`src/rtl/nws_pkg.sv`:
```
package nws_pkg;

  typedef enum logic [1:0] {
    OP_IDLE  = 2'd0,
    OP_READ  = 2'd1,
    OP_WRITE = 2'd2
  } nws_op_e;

endpackage

```
`src/rtl/nws_burst.sv`:
```
module nws_burst #(
  parameter int AW  = 6,
  parameter int BCW = 2
) (
  input  logic          clk,
  input  logic          rst,
  input  logic          en,
  input  logic          load,
  input  logic          ilv_in,
  input  logic [AW-1:0] addr_in,
  output logic [AW-1:0] next_addr,
  output logic [AW-1:0] cur_addr
);

  logic [AW-1:0]  base_q;
  logic [BCW-1:0] cnt_q;
  logic           ilv_q;
  logic [BCW-1:0] cnt_inc;
  logic [BCW-1:0] lo_next;

  assign cnt_inc = cnt_q + BCW'(1);

  always_comb begin
    if (ilv_q) lo_next = base_q[BCW-1:0] ^ cnt_inc;
    else       lo_next = base_q[BCW-1:0] + cnt_inc;
  end

  always_comb begin
    if (load) next_addr = addr_in;
    else      next_addr = {base_q[AW-1:BCW], lo_next};
  end

  always_ff @(posedge clk) begin
    if (rst) begin
      base_q   <= '0;
      cnt_q    <= '0;
      ilv_q    <= 1'b0;
      cur_addr <= '0;
    end else if (en) begin
      cur_addr <= next_addr;
      if (load) begin
        base_q <= addr_in;
        cnt_q  <= '0;
        ilv_q  <= ilv_in;
      end else begin
        cnt_q  <= cnt_inc;
      end
    end
  end

endmodule

```
`src/rtl/nws_ctrl.sv`:
```
module nws_ctrl
  import nws_pkg::*;
(
  input  logic    clk,
  input  logic    rst,
  input  logic    en,
  input  logic    load,
  input  logic    sel_ok,
  input  logic    wr_n,
  output nws_op_e next_op,
  output nws_op_e cur_op
);

  always_comb begin
    if (!load)       next_op = cur_op;
    else if (!sel_ok) next_op = OP_IDLE;
    else if (wr_n)    next_op = OP_READ;
    else              next_op = OP_WRITE;
  end

  always_ff @(posedge clk) begin
    if (rst)     cur_op <= OP_IDLE;
    else if (en) cur_op <= next_op;
  end

endmodule

```
`src/rtl/nws_array.sv`:
```
module nws_array #(
  parameter int AW = 6,
  parameter int NB = 4,
  parameter int BW = 9
) (
  input  logic             clk,
  input  logic             rst,
  input  logic             en,
  input  logic             wr,
  input  logic [AW-1:0]    waddr,
  input  logic [NB-1:0]    wmask,
  input  logic [NB*BW-1:0] wdata,
  input  logic             rd,
  input  logic [AW-1:0]    raddr,
  output logic [NB*BW-1:0] rdata,
  output logic             rvalid
);

  localparam int DEPTH = 1 << AW;
  localparam int DW    = NB * BW;

  logic [DW-1:0] mem [DEPTH];
  logic [DW-1:0] mem_word;
  logic [DW-1:0] merged;
  logic          hit;

  assign mem_word = mem[raddr];
  assign hit      = wr && (waddr == raddr);

  // Write-through bypass: bytes written at this edge replace the stored ones.
  for (genvar b = 0; b < NB; b++) begin : g_merge
    assign merged[b*BW +: BW] = (hit && wmask[b]) ? wdata[b*BW +: BW]
                                                  : mem_word[b*BW +: BW];
  end

  always_ff @(posedge clk) begin
    if (en && wr) begin
      for (int b = 0; b < NB; b++) begin
        if (wmask[b]) mem[waddr][b*BW +: BW] <= wdata[b*BW +: BW];
      end
    end
  end

  always_ff @(posedge clk) begin
    if (rst) begin
      rdata  <= '0;
      rvalid <= 1'b0;
    end else if (en) begin
      rvalid <= rd;
      rdata  <= rd ? merged : '0;
    end
  end

endmodule

```
`src/rtl/nowait_sram.sv`:
```
module nowait_sram
  import nws_pkg::*;
#(
  parameter int AW = 6,
  parameter int NB = 4,
  parameter int BW = 9
) (
  input  logic             clk,
  input  logic             rst,
  input  logic             clk_en_n,
  input  logic             cs_hi_a,
  input  logic             cs_hi_b,
  input  logic             cs_lo_n,
  input  logic             adv_ld_n,
  input  logic             wr_n,
  input  logic             burst_ilv,
  input  logic [NB-1:0]    byte_wr_n,
  input  logic [AW-1:0]    addr,
  input  logic [NB*BW-1:0] wdata,
  output logic [NB*BW-1:0] rdata,
  output logic             rvalid
);

  localparam int BCW = 2;

  logic          en;
  logic          load;
  logic          sel_ok;
  nws_op_e       next_op;
  nws_op_e       cur_op;
  logic [AW-1:0] next_addr;
  logic [AW-1:0] cur_addr;

  assign en     = !clk_en_n;
  assign load   = !adv_ld_n;
  assign sel_ok = cs_hi_a && cs_hi_b && !cs_lo_n;

  nws_ctrl i_ctrl (
    .clk     (clk),
    .rst     (rst),
    .en      (en),
    .load    (load),
    .sel_ok  (sel_ok),
    .wr_n    (wr_n),
    .next_op (next_op),
    .cur_op  (cur_op)
  );

  nws_burst #(.AW(AW), .BCW(BCW)) i_burst (
    .clk       (clk),
    .rst       (rst),
    .en        (en),
    .load      (load),
    .ilv_in    (burst_ilv),
    .addr_in   (addr),
    .next_addr (next_addr),
    .cur_addr  (cur_addr)
  );

  nws_array #(.AW(AW), .NB(NB), .BW(BW)) i_array (
    .clk    (clk),
    .rst    (rst),
    .en     (en),
    .wr     (cur_op == OP_WRITE),
    .waddr  (cur_addr),
    .wmask  (~byte_wr_n),
    .wdata  (wdata),
    .rd     (next_op == OP_READ),
    .raddr  (next_addr),
    .rdata  (rdata),
    .rvalid (rvalid)
  );

endmodule

```
`config.mk`:
```
export PLATFORM = sky130hd
export DESIGN_NAME = nowait_sram
export DESIGN_NICKNAME = d
export VERILOG_FILES = /design/src/rtl/nws_pkg.sv /design/src/rtl/nws_burst.sv /design/src/rtl/nws_ctrl.sv /design/src/rtl/nws_array.sv /design/src/rtl/nowait_sram.sv
export SDC_FILE = /design/constraint.sdc
export NUM_CORES = 2
export LEC_CHECK = 0
export ABC_AREA = 1
export ABC_CLOCK_PERIOD_IN_PS = 7300
export BUFFER_PORTS_ARGS = -buffer_cell sky130_fd_sc_hd__buf_2
export CAP_MARGIN = 20
export CORE_ASPECT_RATIO = 1.2
export CORE_MARGIN = 2
export CORE_UTILIZATION = 25
export CTS_CLUSTER_SIZE = 14
export DETAILED_ROUTE_END_ITERATION = 8
export PLACE_DENSITY = 0.44
export REMOVE_ABC_BUFFERS = 1
export SLEW_MARGIN = 20
export SYNTH_ARGS = -nofsm -noshare
export SYNTH_HDL_FRONTEND = slang
export SYNTH_SLANG_ARGS = --single-unit
```
`constraint.sdc`:
```
create_clock -name clk -period 7.3 [get_ports clk]
set_input_delay 1.095 -clock clk [delete_from_list [all_inputs] [get_ports clk]]
set_output_delay 1.095 -clock clk [all_outputs]
set_load 0.03 [all_outputs]
```
==> out/qor.txt <==
most frequent CP cell = nand2_1
fin crit share = 0.633
register bit total from synthesis = 2,358
DRT Pass-1 Iters = 7
Tot GR Track Use = 0.157
register area = 70,300 sq um
# setup viols final = 0
fmax = 217 MHz
Worst Setup Path Type = in2reg
compound-cell area share of the yosys netlist = 0.0350
Worst Setup End Kind = flip-flop
post-route antenna net violation count = 0
Post-synth EDFFs = 2,304
Final nets = 8,710
Die W = 588 um
DR WL/cell = 23.4 um
vias in the first global route = 65,000
leakage power = 41.8 nW
Seq/Total Area, Yosys = 0.688
slowest CP cell = clkinv_2
relative slew slack = 0.120
leading area contributor after synthesis = edfxtp_1
maximum vdd drop = 190 uV
Bufs on Longest Clock Path = 4
fill count = 42,000
Via Count = 65,200
layout cells sized above 1 = 0.123
crit-path max cell delay = 0.88 ns
Initial Utilization = 0.251
Clock Tree Root = clkbuf_16
Die Span Y = 704 um
synth warn = 0
GP Congestion = 0.789
Worst-Skew Late Latency = 0.93 ns
largest family of logic cells by synthesized area = simple AND/OR/NAND/NOR gates
mux cell area share after synthesis = 0.0380
Reg clk slew, reported paths = 0.07 ns
postcts setup bufs = 0
fin. max-slew vios = 0
FP Rows = 257
Mapped Area = 102,000 sq um
area growth from synthesis to layout = 13.2%
Post-CTS Hold Buffers = 0
post-synthesis simple-gate area fraction = 0.183
nature of the critical path startpoint = primary input
DIE AREA = 414,000 sq um
pin count of the biggest net entering global routing = 166
I/O Pins = 92
run status = finished clean
vias per cell = 4.56
RSZ-0062 raised after global routing = no
H-tree levels = 4
hold crit path type = in2reg
Slew @ Worst Pin = 1.32 ns
Max-Cap Viols = 0
Synth cell types = 32
xor and xnor area share after synthesis = 0.000159
final-report hold violation count = 0
crit path max fanout = 40
Synth Area in Adders = 0.000122
port buffer count = 91
Final HPWL DP = 190,000 um
CP cell instances = buf_2, clkinv_4, nand2_1, nand2_4, clkinv_2, nand2_1, nand3_2, nor4_4, nand4_4, nor2_1, nor2_1, nand2_1, a21oi_1
DRT iter0 DRCs = 5,427
drt drc = 0
Syn Inst Count = 8,767
grt total ovfl = 0
Post-CTS Resized = 0
CP delay by family, top = simple AND/OR/NAND/NOR gates
Synth async-reset ratio = 0
core area = 407,000 sq um
CP required = 8.05 ns
syn avg cell area = 11.7 sq um
Post-Route WL = 334,000 um
cts bufs inserted = 239
initial antenna violation count = 29
WP buf/inv = 3
Tmin final = 4.62 ns
crit path DAT = 5.37 ns
share of the synthesized area in the top cell type = 0.677
setup TNS = 0 ns
first-pass GRT wire length = 479,000 um
Hold Slack = 0.395 ns
CTS tree = yes
area occupied by multi-input gates = 26,300 sq um
power per cell area = 258 nW/um^2
Layout Utilization = 0.284
Num Clock Sinks = 2,358
Synth Flop Type = edfxtp_1
synth top area cells = edfxtp_1, nand3_1, nand2_1
final worst clock skew = 0.0489 ns
==> kinds of logic (layout without fill, tap and decap cells) <==
| group | count (synthesis) | count (layout) |
|---|---|---|
| muxes | 388 | 388 |
| buffers and inverters | 1455 | 1523 |
| and+or+nand+nor | 3853 | 3853 |
| xor gates and xnor gates | 1 | 1 |
| adders and majority gates | 1 | 1 |
| AOI/OAI and AO/OA | 711 | 711 |
| other | 0 | 15 |
| DFF | 2358 | 2358 |
==> final cells by class <==
| cell class | count | area share |
|---|---|---|
| Inverter | 892 | 0.0292 |
| Multi-Input combinational cell | 4954 | 0.227 |
| Clock inverter | 125 | 0.00789 |
| Tap cell | 5439 | 0.0589 |
| Sequential cell | 2358 | 0.608 |
| Antenna cell | 15 | 0.000325 |
| Clock buffer | 297 | 0.0542 |
| Timing Repair Buffer | 209 | 0.0144 |
==> where the power goes <==
| part | total [W] | leakage [nW] | internal (W) | switching [W] |
|---|---|---|---|---|
| combinational | 0.00319 | 17.1 | 0.000892 | 0.00230 |
| sequential | 0.0149 | 21.1 | 0.0149 | 0.0000105 |
| clock | 0.0117 | 3.53 | 0.00645 | 0.00528 |
| total | 0.0298 | 41.8 | 0.0222 | 0.00759 |
==> worst reg2reg max path, stage by stage (launching register included) <==
cell and delay, ns:
dfxtp_1 0.33, nand2_1 0.09, nand2_4 0.54, clkinv_2 0.93, nand2_1 0.28, nand3_2 0.11, nor4_4 0.88, nand4_4 0.62
nor2_1 0.32, nor2_1 0.06, nand2_1 0.09, a21oi_1 0.06
==> per-stage QoR <==
stage | instances | area, sq um | power, W | setup WS, ns
final | 14300 | 116000 | 0.0298 | 2.68
after CTS | 14300 | 115000 | 0.0301 | 2.83
after detailed placement | 13800 | 108000 | 0.0184 | 1.86
after global routing | 14300 | 116000 | 0.0308 | 2.58
after global placement | 13800 | 108000 | 0.0184 | 1.85
after floorplan | 8204 | 99800 | 0.0176 | -23.64
==> cells in the mapped netlist, types with 4 or more instances <==
cell      count
edfxtp_1   2304
dfxtp_1      54
o21ai_0     653
buf_4        28
inv_2         5
nand4_4       4
nor3_1       17
nor2_1      335
mux2i_1     388
buf_1        98
inv_1       886
a21oi_1      53
nand2_1    1345
clkbuf_1    346
nand3_2      28
buf_6         6
nand3_1    1373
buf_2        85
nand3b_1    251
or2_2       494
==> worst paths after layout <==
check / slack (ns) / from / cells past startpoint / to
hold / removal: 0.39 / wdata[23] / 1 / i_array.mem[5][23]
hold reg to reg: 0.46 / i_array.rdata[31] / 2 / i_array.rdata[31]
setup / recovery: 2.68 / adv_ld_n / 13 / i_array.rdata[2]
setup reg to reg: 2.85 / i_burst.base_q[4] / 11 / i_array.rdata[2]
==> flip-flops by register name, indices dropped and copies added (netlist names) <==
| name | count |
|---|---|
| i_burst.cnt_q | 2 |
| i_array.rvalid | 1 |
| i_ctrl.cur_op | 2 |
| i_burst.ilv_q | 1 |
| i_burst.cur_addr | 6 |
| i_burst.base_q | 6 |
| i_array.mem | 2304 |
| i_array.rdata | 36 |
==> layer usage <==
| metal | vias to the layer above | wire length, um | global-route usage |
|---|---|---|---|
| met4 | 26 | 14700 | 0.0628 |
| li1 | 30100 | - | - |
| met2 | 1734 | 157000 | 0.258 |
| met5 | - | 162 | 0 |
| met3 | 530 | 17400 | 0.0237 |
| met1 | 32800 | 145000 | 0.207 |
==> cell usage in the layout (no fill, tap or decap), types with 2 or more instances in the layout <==
master         n
mux2i_1      388
clkbuf_8       4
nand3b_1     251
clkinv_2      52
nor2_1       320
nand2_1     1335
clkinv_1      52
nand4_1        2
clkinvlp_4     4
nand4_4        4
diode_2       15
nor2_2        15
a21oi_1       53
inv_8          2
buf_4         95
bufinv_16     12
nand2_2        7
nand2_4        4
nor3_1        16
dfxtp_1       54
inv_1        886
or2_2        493
o21ai_0      653
clkbuf_16    240
edfxtp_1    2304
nand3_2       28
buf_2         89
nand3_1     1373
buf_12        25
inv_6          5
clkbuf_1      53
Note: power is estimated with default switching activity, not from simulation.
